[src/rtl/fgd_pkg.sv]
package fgd_pkg;
  localparam int TYPE_W = 6;
  localparam int NSLOT  = 4;
  localparam int NGRP   = 9;

  // class bit positions within a type code
  localparam int C_NF  = 0;
  localparam int C_LV  = 1;
  localparam int C_OP  = 2;
  localparam int C_BG2 = 3;
  localparam int C_BG1 = 4;
  localparam int C_MEM = 5;

  // pattern length per group index (0-based, priority order)
  function automatic int pat_len(input int g);
    case (g)
      0:       return 4;
      1, 2, 3: return 3;
      default: return 2;
    endcase
  endfunction

  // class bit expected at position p of group g
  function automatic int pat_cls(input int g, input int p);
    case (g)
      0: case (p) 0: return C_LV; 1: return C_LV; 2: return C_MEM; default: return C_OP;  endcase
      1: case (p) 0: return C_LV; 1: return C_LV; default: return C_OP;  endcase
      2: case (p) 0: return C_LV; 1: return C_LV; default: return C_BG2; endcase
      3: case (p) 0: return C_LV; 1: return C_OP; default: return C_MEM; endcase
      4: return (p == 0) ? C_LV : C_BG2;
      5: return (p == 0) ? C_LV : C_BG1;
      6: return (p == 0) ? C_LV : C_OP;
      7: return (p == 0) ? C_LV : C_MEM;
      default: return (p == 0) ? C_OP : C_MEM;
    endcase
  endfunction
endpackage

[src/rtl/fgd_enable.sv]
module fgd_enable #(
  parameter int WIN_BYTES = 7,
  parameter int ADDR_W    = 32,
  parameter int ACC_SLOTS = 2
) (
  input  logic                 fold_en_i,
  input  logic                 squash_i,
  input  logic [ADDR_W-1:0]    lv_base_i,
  input  logic [ADDR_W-1:0]    stk_bottom_i,
  input  logic [ACC_SLOTS-1:0] lv_acc_i,
  input  logic [WIN_BYTES-1:0] byte_vld_i,
  input  logic [WIN_BYTES-1:0] byte_dirty_i,
  output logic                 en_o
);
  logic [WIN_BYTES-1:0] stale;
  logic                 any_stale;
  logic                 sc_miss;

  for (genvar b = 0; b < WIN_BYTES; b++) begin : g_byte
    assign stale[b] = byte_vld_i[b] & byte_dirty_i[b];
  end

  assign any_stale = |stale;
  assign sc_miss   = (lv_base_i > stk_bottom_i) & (|lv_acc_i);
  assign en_o      = fold_en_i & ~squash_i & ~sc_miss & ~any_stale;
endmodule

[src/rtl/fgd_match.sv]
module fgd_match
  import fgd_pkg::*;
(
  input  logic [NSLOT*TYPE_W-1:0] type_i,
  input  logic [NSLOT-1:0]        vld_i,
  input  logic                    en_i,
  output logic [NGRP-1:0]         grp_o,
  output logic [NSLOT-1:0]        cnt_o,
  output logic                    nv_o
);
  logic [NGRP-1:0] hit;

  for (genvar g = 0; g < NGRP; g++) begin : g_pat
    localparam int LEN = pat_len(g);
    logic [LEN-1:0] pos_ok;
    for (genvar p = 0; p < LEN; p++) begin : g_pos
      assign pos_ok[p] = vld_i[p] & type_i[p*TYPE_W + pat_cls(g, p)];
    end
    assign hit[g] = en_i & (&pos_ok);
  end

  always_comb begin
    logic taken;
    int   wlen;
    grp_o = '0;
    cnt_o = '0;
    nv_o  = 1'b0;
    taken = 1'b0;
    wlen  = 1;
    for (int g = 0; g < NGRP; g++) begin
      if (hit[g] && !taken) begin
        grp_o[g] = 1'b1;
        taken    = 1'b1;
        wlen     = pat_len(g);
      end
    end
    if (!vld_i[0]) begin
      grp_o = '0;
      nv_o  = 1'b1;
    end else begin
      cnt_o[wlen-1] = 1'b1;
    end
  end
endmodule

[src/rtl/fgd_regs.sv]
module fgd_regs
  import fgd_pkg::*;
(
  input  logic             clk,
  input  logic             rst_n,
  input  logic             kill_i,
  input  logic             hold_i,
  input  logic [NGRP-1:0]  grp_d,
  input  logic [NSLOT-1:0] cnt_d,
  input  logic             nv_d,
  output logic [NGRP-1:0]  grp_q,
  output logic [NSLOT-1:0] cnt_q,
  output logic             fold_q,
  output logic             nofold_q,
  output logic             nv_q
);
  logic             load;
  logic [NGRP-1:0]  grp_n;
  logic [NSLOT-1:0] cnt_n;
  logic             fold_n, nofold_n, nv_n;

  assign load = ~hold_i | kill_i;

  always_comb begin
    grp_n    = grp_d;
    cnt_n    = cnt_d;
    fold_n   = |cnt_d[NSLOT-1:1];
    nofold_n = cnt_d[0];
    nv_n     = nv_d;
    if (kill_i) begin
      grp_n    = '0;
      cnt_n    = '0;
      fold_n   = 1'b0;
      nofold_n = 1'b0;
      nv_n     = 1'b0;
    end
  end

  always_ff @(posedge clk or negedge rst_n) begin
    if (!rst_n) begin
      grp_q    <= '0;
      cnt_q    <= '0;
      fold_q   <= 1'b0;
      nofold_q <= 1'b0;
      nv_q     <= 1'b0;
    end else if (load) begin
      grp_q    <= grp_n;
      cnt_q    <= cnt_n;
      fold_q   <= fold_n;
      nofold_q <= nofold_n;
      nv_q     <= nv_n;
    end
  end
endmodule

[src/rtl/fold_group_detect.sv]
module fold_group_detect
  import fgd_pkg::*;
#(
  parameter int WIN_BYTES = 7,
  parameter int ADDR_W    = 32,
  parameter int ACC_SLOTS = 2
) (
  input  logic                      clk,
  input  logic                      rst_n,
  input  logic [NSLOT*TYPE_W-1:0]   cand_type_i,
  input  logic [NSLOT-1:0]          cand_vld_i,
  input  logic                      fold_en_i,
  input  logic                      squash_i,
  input  logic [ADDR_W-1:0]         lv_base_i,
  input  logic [ADDR_W-1:0]         stk_bottom_i,
  input  logic [ACC_SLOTS-1:0]      lv_acc_i,
  input  logic [WIN_BYTES-1:0]      byte_vld_i,
  input  logic [WIN_BYTES-1:0]      byte_dirty_i,
  input  logic                      kill_i,
  input  logic                      hold_i,
  output logic [NGRP-1:0]           grp_o,
  output logic [NSLOT-1:0]          cnt_o,
  output logic                      fold_o,
  output logic                      nofold_o,
  output logic                      nv_o
);
  logic             en;
  logic [NGRP-1:0]  grp_c;
  logic [NSLOT-1:0] cnt_c;
  logic             nv_c;

  fgd_enable #(.WIN_BYTES(WIN_BYTES), .ADDR_W(ADDR_W), .ACC_SLOTS(ACC_SLOTS)) en_i (
    .fold_en_i(fold_en_i), .squash_i(squash_i), .lv_base_i(lv_base_i),
    .stk_bottom_i(stk_bottom_i), .lv_acc_i(lv_acc_i), .byte_vld_i(byte_vld_i),
    .byte_dirty_i(byte_dirty_i), .en_o(en));

  fgd_match match_i (
    .type_i(cand_type_i), .vld_i(cand_vld_i), .en_i(en),
    .grp_o(grp_c), .cnt_o(cnt_c), .nv_o(nv_c));

  fgd_regs regs_i (
    .clk(clk), .rst_n(rst_n), .kill_i(kill_i), .hold_i(hold_i),
    .grp_d(grp_c), .cnt_d(cnt_c), .nv_d(nv_c),
    .grp_q(grp_o), .cnt_q(cnt_o), .fold_q(fold_o), .nofold_q(nofold_o), .nv_q(nv_o));
endmodule

[config.mk]
export PLATFORM = sky130hd
export DESIGN_NAME = fold_group_detect
export DESIGN_NICKNAME = d
export VERILOG_FILES = /design/src/rtl/fgd_pkg.sv /design/src/rtl/fgd_enable.sv /design/src/rtl/fgd_match.sv /design/src/rtl/fgd_regs.sv /design/src/rtl/fold_group_detect.sv
export SDC_FILE = /design/constraint.sdc
export NUM_CORES = 1
export LEC_CHECK = 0
export ABC_AREA = 1
export BUFFER_PORTS_ARGS = -buffer_cell sky130_fd_sc_hd__buf_2
export CORE_UTILIZATION = 47
export CTS_CLUSTER_DIAMETER = 150
export DETAILED_ROUTE_END_ITERATION = 12
export PLACE_DENSITY = 0.9
export SYNTH_ARGS = -nofsm -noshare
export SYNTH_HDL_FRONTEND = slang
export SYNTH_SLANG_ARGS = --single-unit
[constraint.sdc]
create_clock -name clk -period 1 [get_ports clk]
set_input_delay 0.2 -clock clk [delete_from_list [all_inputs] [get_ports clk]]
set_output_delay 0.2 -clock clk [all_outputs]
set_load 0.01 [all_outputs]
Yosys cells after proc, flatten, opt, wreduce, memory -nomap -nowiden

Cells that the tools add are included.

Reduce and logical (&&, ||, !) cells: 29
Mux-type cells: 35
Bitwise operators: 36
$lt $le $gt $ge: 3
Add/sub/neg operators: 1

Operators by type and width:

| kind                | number |
|---|---|
| $ge 32x1->1 const B | 1 |
| $gt 32x32->1        | 1 |
| $lt 32x4->1 const B | 1 |
| $and 1x1->1         | 31 |
| $mux 3              | 9 |
| $mux 1              | 21 |
| $mux 9              | 2 |
| $reduce_and 2->1    | 5 |
| $logic_and 1x1->1   | 9 |
| $reduce_and 3->1    | 3 |
| $logic_not 1->1     | 8 |
| $mux 4              | 2 |
| $reduce_or 7->1     | 1 |
| $not 1->1           | 4 |
| $reduce_and 4->1    | 1 |
| $sub 3x1->4 const B | 1 |
| $reduce_or 3->1     | 1 |
| $demux 1 s2         | 1 |
| $reduce_or 2->1     | 1 |
| $or 1x1->1          | 1 |

Bits in registers: 16
Input bits: 114
Logic and storage cells: 109

Longest topological paths before layout

Depth after elaboration: 39
Mapped depth: 26

Cells and area by module

Synthesis repeated with hierarchy kept, for this count alone.

Cell total of the unflattened synthesis: 299
Area, all modules: 1,934.4 um^2

Modules (own cells, without submodules):

| module     | cells each | times used | area an instance (um^2) | seq. area each (um^2) |
|---|---|---|---|---|
| fgd_enable | 154        | 1          | 923.4                   | 0.0 |
| fgd_regs   | 69         | 1          | 610.6                   | 375.4 |
| fgd_match  | 76         | 1          | 400.4                   | 0.0 |

Least setup slack after synthesis

Ideal clock, no wire load.

Path kind: input port to flip-flop
Start point: input stk_bottom_i[23]
End point: register regs_i.fold_q
Path buffers: 0
Setup time: 69 ps
Arrival: 2,135 ps
Cell stages on the path: 20
Slack: -1,204 ps
Cells stage by stage: inv_1 -> ha_1 -> nand2_1 -> nor2_2 -> nand4_1 -> nor2_2 -> nand2_1 -> nand2_2 -> nand2_4 -> nand2_4 -> inv_4 -> nand2_1 -> inv_1 -> ha_1 -> inv_1 -> nor2_1 -> inv_1 -> nor2_1 -> nand3_1 -> nand3_1

Word-level cells in the longest chain between the ends: 39
Elaborated cells between the ends (all ways): 56
Those cells by class: add/sub: 1; order compare: 3; mux: 21; bitwise: 13; reduce/logical: 18

RTL lines:

| what                                                                    | line                    | source |
|---|---|---|
| start, declared                                                         | fold_group_detect.sv:15 | `input logic [ADDR_W-1:0] stk_bottom_i,` |
| $gt 32x32->1 (*)                                                        | fgd_enable.sv:24        | `assign sc_miss = (lv_base_i > stk_bottom_i) & (\|lv_acc_i);` |
| $and 1x1->1 (*)                                                         | fgd_enable.sv:24        |  |
| $not 1->1 (*)                                                           | fgd_enable.sv:25        | `assign en_o = fold_en_i & ~squash_i & ~sc_miss & ~any_stale;` |
| $and 1x1->1 (*) (2 in series)                                           | fgd_enable.sv:25        |  |
| $and 1x1->1                                                             | fgd_match.sv:19         | `assign hit[g] = en_i & (&pos_ok);` |
| $mux 1                                                                  | fgd_match.sv:31         | `if (hit[g] && !taken) begin` |
| $logic_not 1->1                                                         | fgd_match.sv:31         |  |
| $logic_and 1x1->1                                                       | fgd_match.sv:31         |  |
| (+22 left out)                                                          | -                       |  |
| $sub 3x1->4 (*)                                                         | fgd_match.sv:41         | `cnt_o[wlen-1] = 1'b1;` |
| $ge 32x1->1 (implied by the code) / $lt 32x4->1 (equally long branches) | fgd_match.sv:41         |  |
| $logic_and 1x1->1 (implied by the code)                                 | fgd_match.sv:41         |  |
| $mux 1 (implied by the code)                                            | fgd_match.sv:41         |  |
| $demux 1 s2 (*)                                                         | -                       |  |
| $mux 4 (*)                                                              | fgd_match.sv:37         | `if (!vld_i[0]) begin` |
| $reduce_or 3->1 (*)                                                     | fgd_regs.sv:27          | `fold_n = \|cnt_d[NSLOT-1:1];` |
| $mux 1 (*)                                                              | fgd_regs.sv:30          | `if (kill_i) begin` |
| end signal, assigned                                                    | fgd_regs.sv:49          | `fold_q <= fold_n;` |
| end, declared                                                           | fgd_regs.sv:13          | `output logic fold_q,` |

Mark *: on every way between the ends. The rest lies on a longest branch, timed or not.
A chain may end at the register's enable or synchronous reset.

Worst setup path in the final report

Start point: input stk_bottom_i[27]
End point: register regs_i.cnt_q[1]

Word-level cells in the longest chain between the ends: 38
Elaborated cells between the ends (all ways): 55
Those cells by class: add/sub: 1; order compare: 3; mux: 21; bitwise: 13; reduce/logical: 17

RTL lines:

| what                                                                    | line             | source |
|---|---|---|
| $gt 32x32->1 (*)                                                        | fgd_enable.sv:24 |  |
| $and 1x1->1 (*)                                                         | fgd_enable.sv:24 |  |
| $not 1->1 (*)                                                           | fgd_enable.sv:25 |  |
| $and 1x1->1 (*) (2 in series)                                           | fgd_enable.sv:25 |  |
| $and 1x1->1                                                             | fgd_match.sv:19  |  |
| $mux 1                                                                  | fgd_match.sv:31  |  |
| $logic_not 1->1                                                         | fgd_match.sv:31  |  |
| $logic_and 1x1->1                                                       | fgd_match.sv:31  |  |
| (+21 left out)                                                          | -                |  |
| $mux 3 (*)                                                              | fgd_match.sv:31  |  |
| $sub 3x1->4 (*)                                                         | fgd_match.sv:41  |  |
| $ge 32x1->1 (implied by the code) / $lt 32x4->1 (equally long branches) | fgd_match.sv:41  |  |
| $logic_and 1x1->1 (implied by the code)                                 | fgd_match.sv:41  |  |
| $mux 1 (implied by the code)                                            | fgd_match.sv:41  |  |
| $demux 1 s2 (*)                                                         | -                |  |
| $mux 4 (*)                                                              | fgd_match.sv:37  |  |
| $mux 4 (*)                                                              | fgd_regs.sv:30   |  |
| end signal, assigned                                                    | fgd_regs.sv:48   | `cnt_q <= cnt_n;` |
| end, declared                                                           | fgd_regs.sv:12   | `output logic [NSLOT-1:0] cnt_q,` |

Marked as above.

==> impl.org <==
** Status
- Status :: finished with violations
- The final reports fail on setup timing.

** Yosys
- Synthesis instantiated 30 different standard cells from the library.
- Post-Synthesis Net Count :: 443
- Synthesis produced 296 cells.
- Mapped Area :: 0.00200 mm^2
- Dividing the synthesized area by the synthesized cell count gives 6.76 um^2.
- Sequential area share after synthesis :: 0.188
- Dominant cells by area after synthesis :: sky130_fd_sc_hd__ha_1 21%, sky130_fd_sc_hd__dfrtp_1 19%, sky130_fd_sc_hd__nand2_1 13%
- Top cell type's share of synthesized area :: 0.206
- The synthesized design spends more area on one cell type than any other, namely sky130_fd_sc_hd__ha_1.
- Synthesis Warnings :: 0
- Counting flops and latches in the post-synthesis netlist gives 15.

** Placement
- At the end of routability-driven placement, the weighted congestion stood at 0.930.
- Worst slack at placement :: -1.50 ns
- Buffers placed on the I/O ports in this run total 116.
- Summing all placed instances gives a cell area of 0.00301 mm^2.
- HPWL after detailed placement :: 4710 um

** Clock network
- Later-pin clock latency in the skew report :: 0.27 ns
- Number of buffers on the longest clock path :: 2
- Clock tree synthesis inserted a total of 3 buffers.
- CTS clock-pin slew for the worst setup and hold paths :: 0.06 ns
- CTS tree :: done
- CTS built an H-tree with a depth of 1.
- Clk sink count :: 15
- CTS placed an instance of sky130_fd_sc_hd__clkbuf_8 at the clock tree root.

** Worst setup path
- STA classifies the critical path endpoint as a flip-flop.
- Largest driver fanout on the critical path :: 5
- STA classifies the critical path startpoint as an input pin.
- Worst Path Class, Setup :: in -> reg
- On the critical path, the stage with the largest delay is an instance of sky130_fd_sc_hd__nand4_1.
- Most used cell along the critical path :: sky130_fd_sc_hd__nand2_2
- On the worst path, the slowest cell contributes a delay of 0.23 ns.
- Worst EP arrival :: 2.60 ns
- Cell chain of the critical path :: buf_2, inv_1, ha_4, a21oi_1, o21ai_1, nand2_1, nand2_1, a21oi_2, nand2_2, nand2_4, buf_4, nand4_2, inv_2, nand4_1, nand3_2, nor2_2, nand2_2, nand3_2, nand2_2
- STA puts the critical path data required time at 1.20 ns.

** Route
- Routed via count divided by cell count :: 5.62
- DRC violations left :: 0
- Remaining antenna violation count after routing :: 0
- Total via count in the routed design :: 2821
- Violation count after the first detailed-routing iteration :: 315
- The first detailed-routing pass took 4 iterations.
- Dividing the detail-routed wire length by the instance count gives 17.5 um.
- Post-detailed-routing wire length :: 8780 um

** Timing
- Maximum clock skew at final layout :: 0 ns
- After layout, the worst setup slack is -1.39 ns.
- Hold Vio Cnt, Final :: 0
- Setup repair after global routing could not meet its margin everywhere.
- Setup violations remaining at the end of the flow were counted as 23.
- Worst hold slack :: 0.308 ns
- Min Clock Period, post-route :: 2.39 ns
- Pins Over Slew Limit :: 0
- In the finished design, the share of the clock period the worst path needs comes to 2.39.
- Measured slew at the worst slew-check pin :: 0.665 ns
- For this run, the top clock speed supported by timing is 0.418 GHz.
- Relative slew slack :: 0.549

** GRT
- The number of antenna violations at the first check in global routing is 0.
- Summed over all layers, the global routing overflow is 0.
- The number of global-route vias before repair came to 2616.
- Entering global routing, the biggest net connects 16 pins.
- Across every metal layer, demand over resource in global routing totals 0.325.
- Wire length of the first global-routing pass :: 11200 um

** Final layout
- Fin nets :: 600
- Commonest cells after routing, fill and taps aside :: 101 x sky130_fd_sc_hd__buf_2, 52 x sky130_fd_sc_hd__nand2_1, 28 x sky130_fd_sc_hd__buf_4
- Leaving out fill and tap cells, the most frequent cell in the layout is sky130_fd_sc_hd__buf_2.
- Final non-filler cell area :: 0.00370 mm^2
- The repair_antennas step left the layout with diodes totalling 0.
- Fraction of final layout cells sized beyond drive strength 1 :: 0.670
- The area growth from synthesis to layout is 84.9%.

** Floorplanning
- Die outline width :: 67.3 um
- During I/O placement, the number of pins put on the boundary was 130.
- Row generation in the floorplan step produced 23 rows.
- The die is 67.3 um tall.
- The initial utilization of the core area, before any placement, comes to 0.493.
- The die covers 0.00452 mm^2.
- Area of the core region :: 0.00406 mm^2

** Flow run
- Max-cap viol count :: 0

** Power
- The design draws 2.25 mW.
- Int Pwr :: 1.45 mW
- Of the total power, the share spent switching nets is 0.357.
- Of the total power, the clock network draws 0.237.
- Net load switching power :: 0.804 mW
- Leakage :: 2.02 nW
- Maximum vdd drop :: 0.000374 V
- Share of total power in combinational logic :: 0.490
- In this run the power density over the cells is 609 mW/mm^2.
- Of the total power, registers draw 0.273.

** Worst hold path
- Class of the tightest hold or removal check :: in -> reg
## worst paths after layout
path	start	end	slack, ns	cells after the start
min in group asynchronous	rst_n	regs_i.cnt_q[0]	0.38	2
hold / removal	kill_i	regs_i.grp_q[8]	0.31	4
hold reg to reg	regs_i.nv_q	regs_i.nv_q	0.49	2
setup / recovery	stk_bottom_i[27]	regs_i.cnt_q[1]	-1.39	19
setup reg to reg	regs_i.fold_q	regs_i.fold_q	0.24	2
max in group asynchronous	rst_n	regs_i.fold_q	0.37	2
## cell usage after synthesis (all sizes together)
cell         instances
a21o                 1
a21oi               17
a22o                 1
and3                 1
buf                  1
dfrtp               15
dlygate4sd1          1
ha                  33
inv                 57
nand2               82
nand3               17
nand3b               1
nand4               10
nor2                38
nor3                 2
o211ai               3
o21a                 1
o21ai               13
o311ai               2
## power groups by stage
stage	combinational, mW	clock [mW]	sequential, mW
4_1_cts	0.931	0.484	0.615
5_1_grt	1.20	0.563	0.616
6_report	1.10	0.534	0.616
3_5_place_dp	0.773	0	0.626
2_1_floorplan	0.397	0	0.628
3_3_place_gp	0.736	0	0.626
## cell type report
type                            instances  area [um^2]
Sequential cell                        15          375
Inverter                               57          241
Tap cell                               50         62.6
Multi-Input combinational cell        222         1980
Timing Repair Buffer                  154         1000
Fill cell                             146          357
Clock buffer                            4         45.0
## critical path: cells and delay by family
kind                     cells  cell delay, ns
AND/OR/NAND/NOR             11            1.26
AO/OA/AOI/OAI                3            0.45
buffers and inverters        4            0.48
adder cells (fa/ha/maj)      1            0.21
## layer usage
metal / share of wire / vias to the layer above / global-route usage / routed length (um)
met3: 0.071 / 59 / 0.0490 / 624
met5: 0 / - / 0 / 0
li1: - / 1272 / - / -
met1: 0.35 / 1285 / 0.342 / 3110
met2: 0.52 / 205 / 0.626 / 4550
met4: 0.056 / 0 / 0.144 / 493
## per-stage QoR
stage,util,cells,setup TNS [ns]
6_report,0.912,502,-15.89
5_1_grt,0.912,502,-17.23
4_1_cts,0.852,499,-12.25
3_5_place_dp,0.742,488,-17.76
3_3_place_gp,0.742,488,-16.07
2_1_floorplan,-,296,-11.23
## flip-flops by register name, summed over array words and instances (netlist names)
| signal | cells |
|---|---|
| regs_i.fold_q | 1 |
| regs_i.grp_q | 9 |
| regs_i.nv_q | 1 |
| regs_i.cnt_q | 4 |
## logic make-up (layout without fill, tap and decap cells)
group | after synthesis | after routing | synth area share
AOI/OAI and AO/OA | 38 | 38 | 0.111
adders and majority gates | 33 | 33 | 0.206
buffers and inverters | 59 | 215 | 0.116
DFF | 15 | 15 | 0.188
and+or+nand+nor | 151 | 151 | 0.379
## timing repair
item | CTS | global route
gates cloned | 0 | 0
endpoints found under the setup margin | 14 | 17
pin swaps | 49 | 36
buffers inserted | 7 | 5
resized for setup | 73 | 59
hold endpoints to repair | 15 | 0
hold buffers | 1 | 0
(Power assumes the default switching activity.)
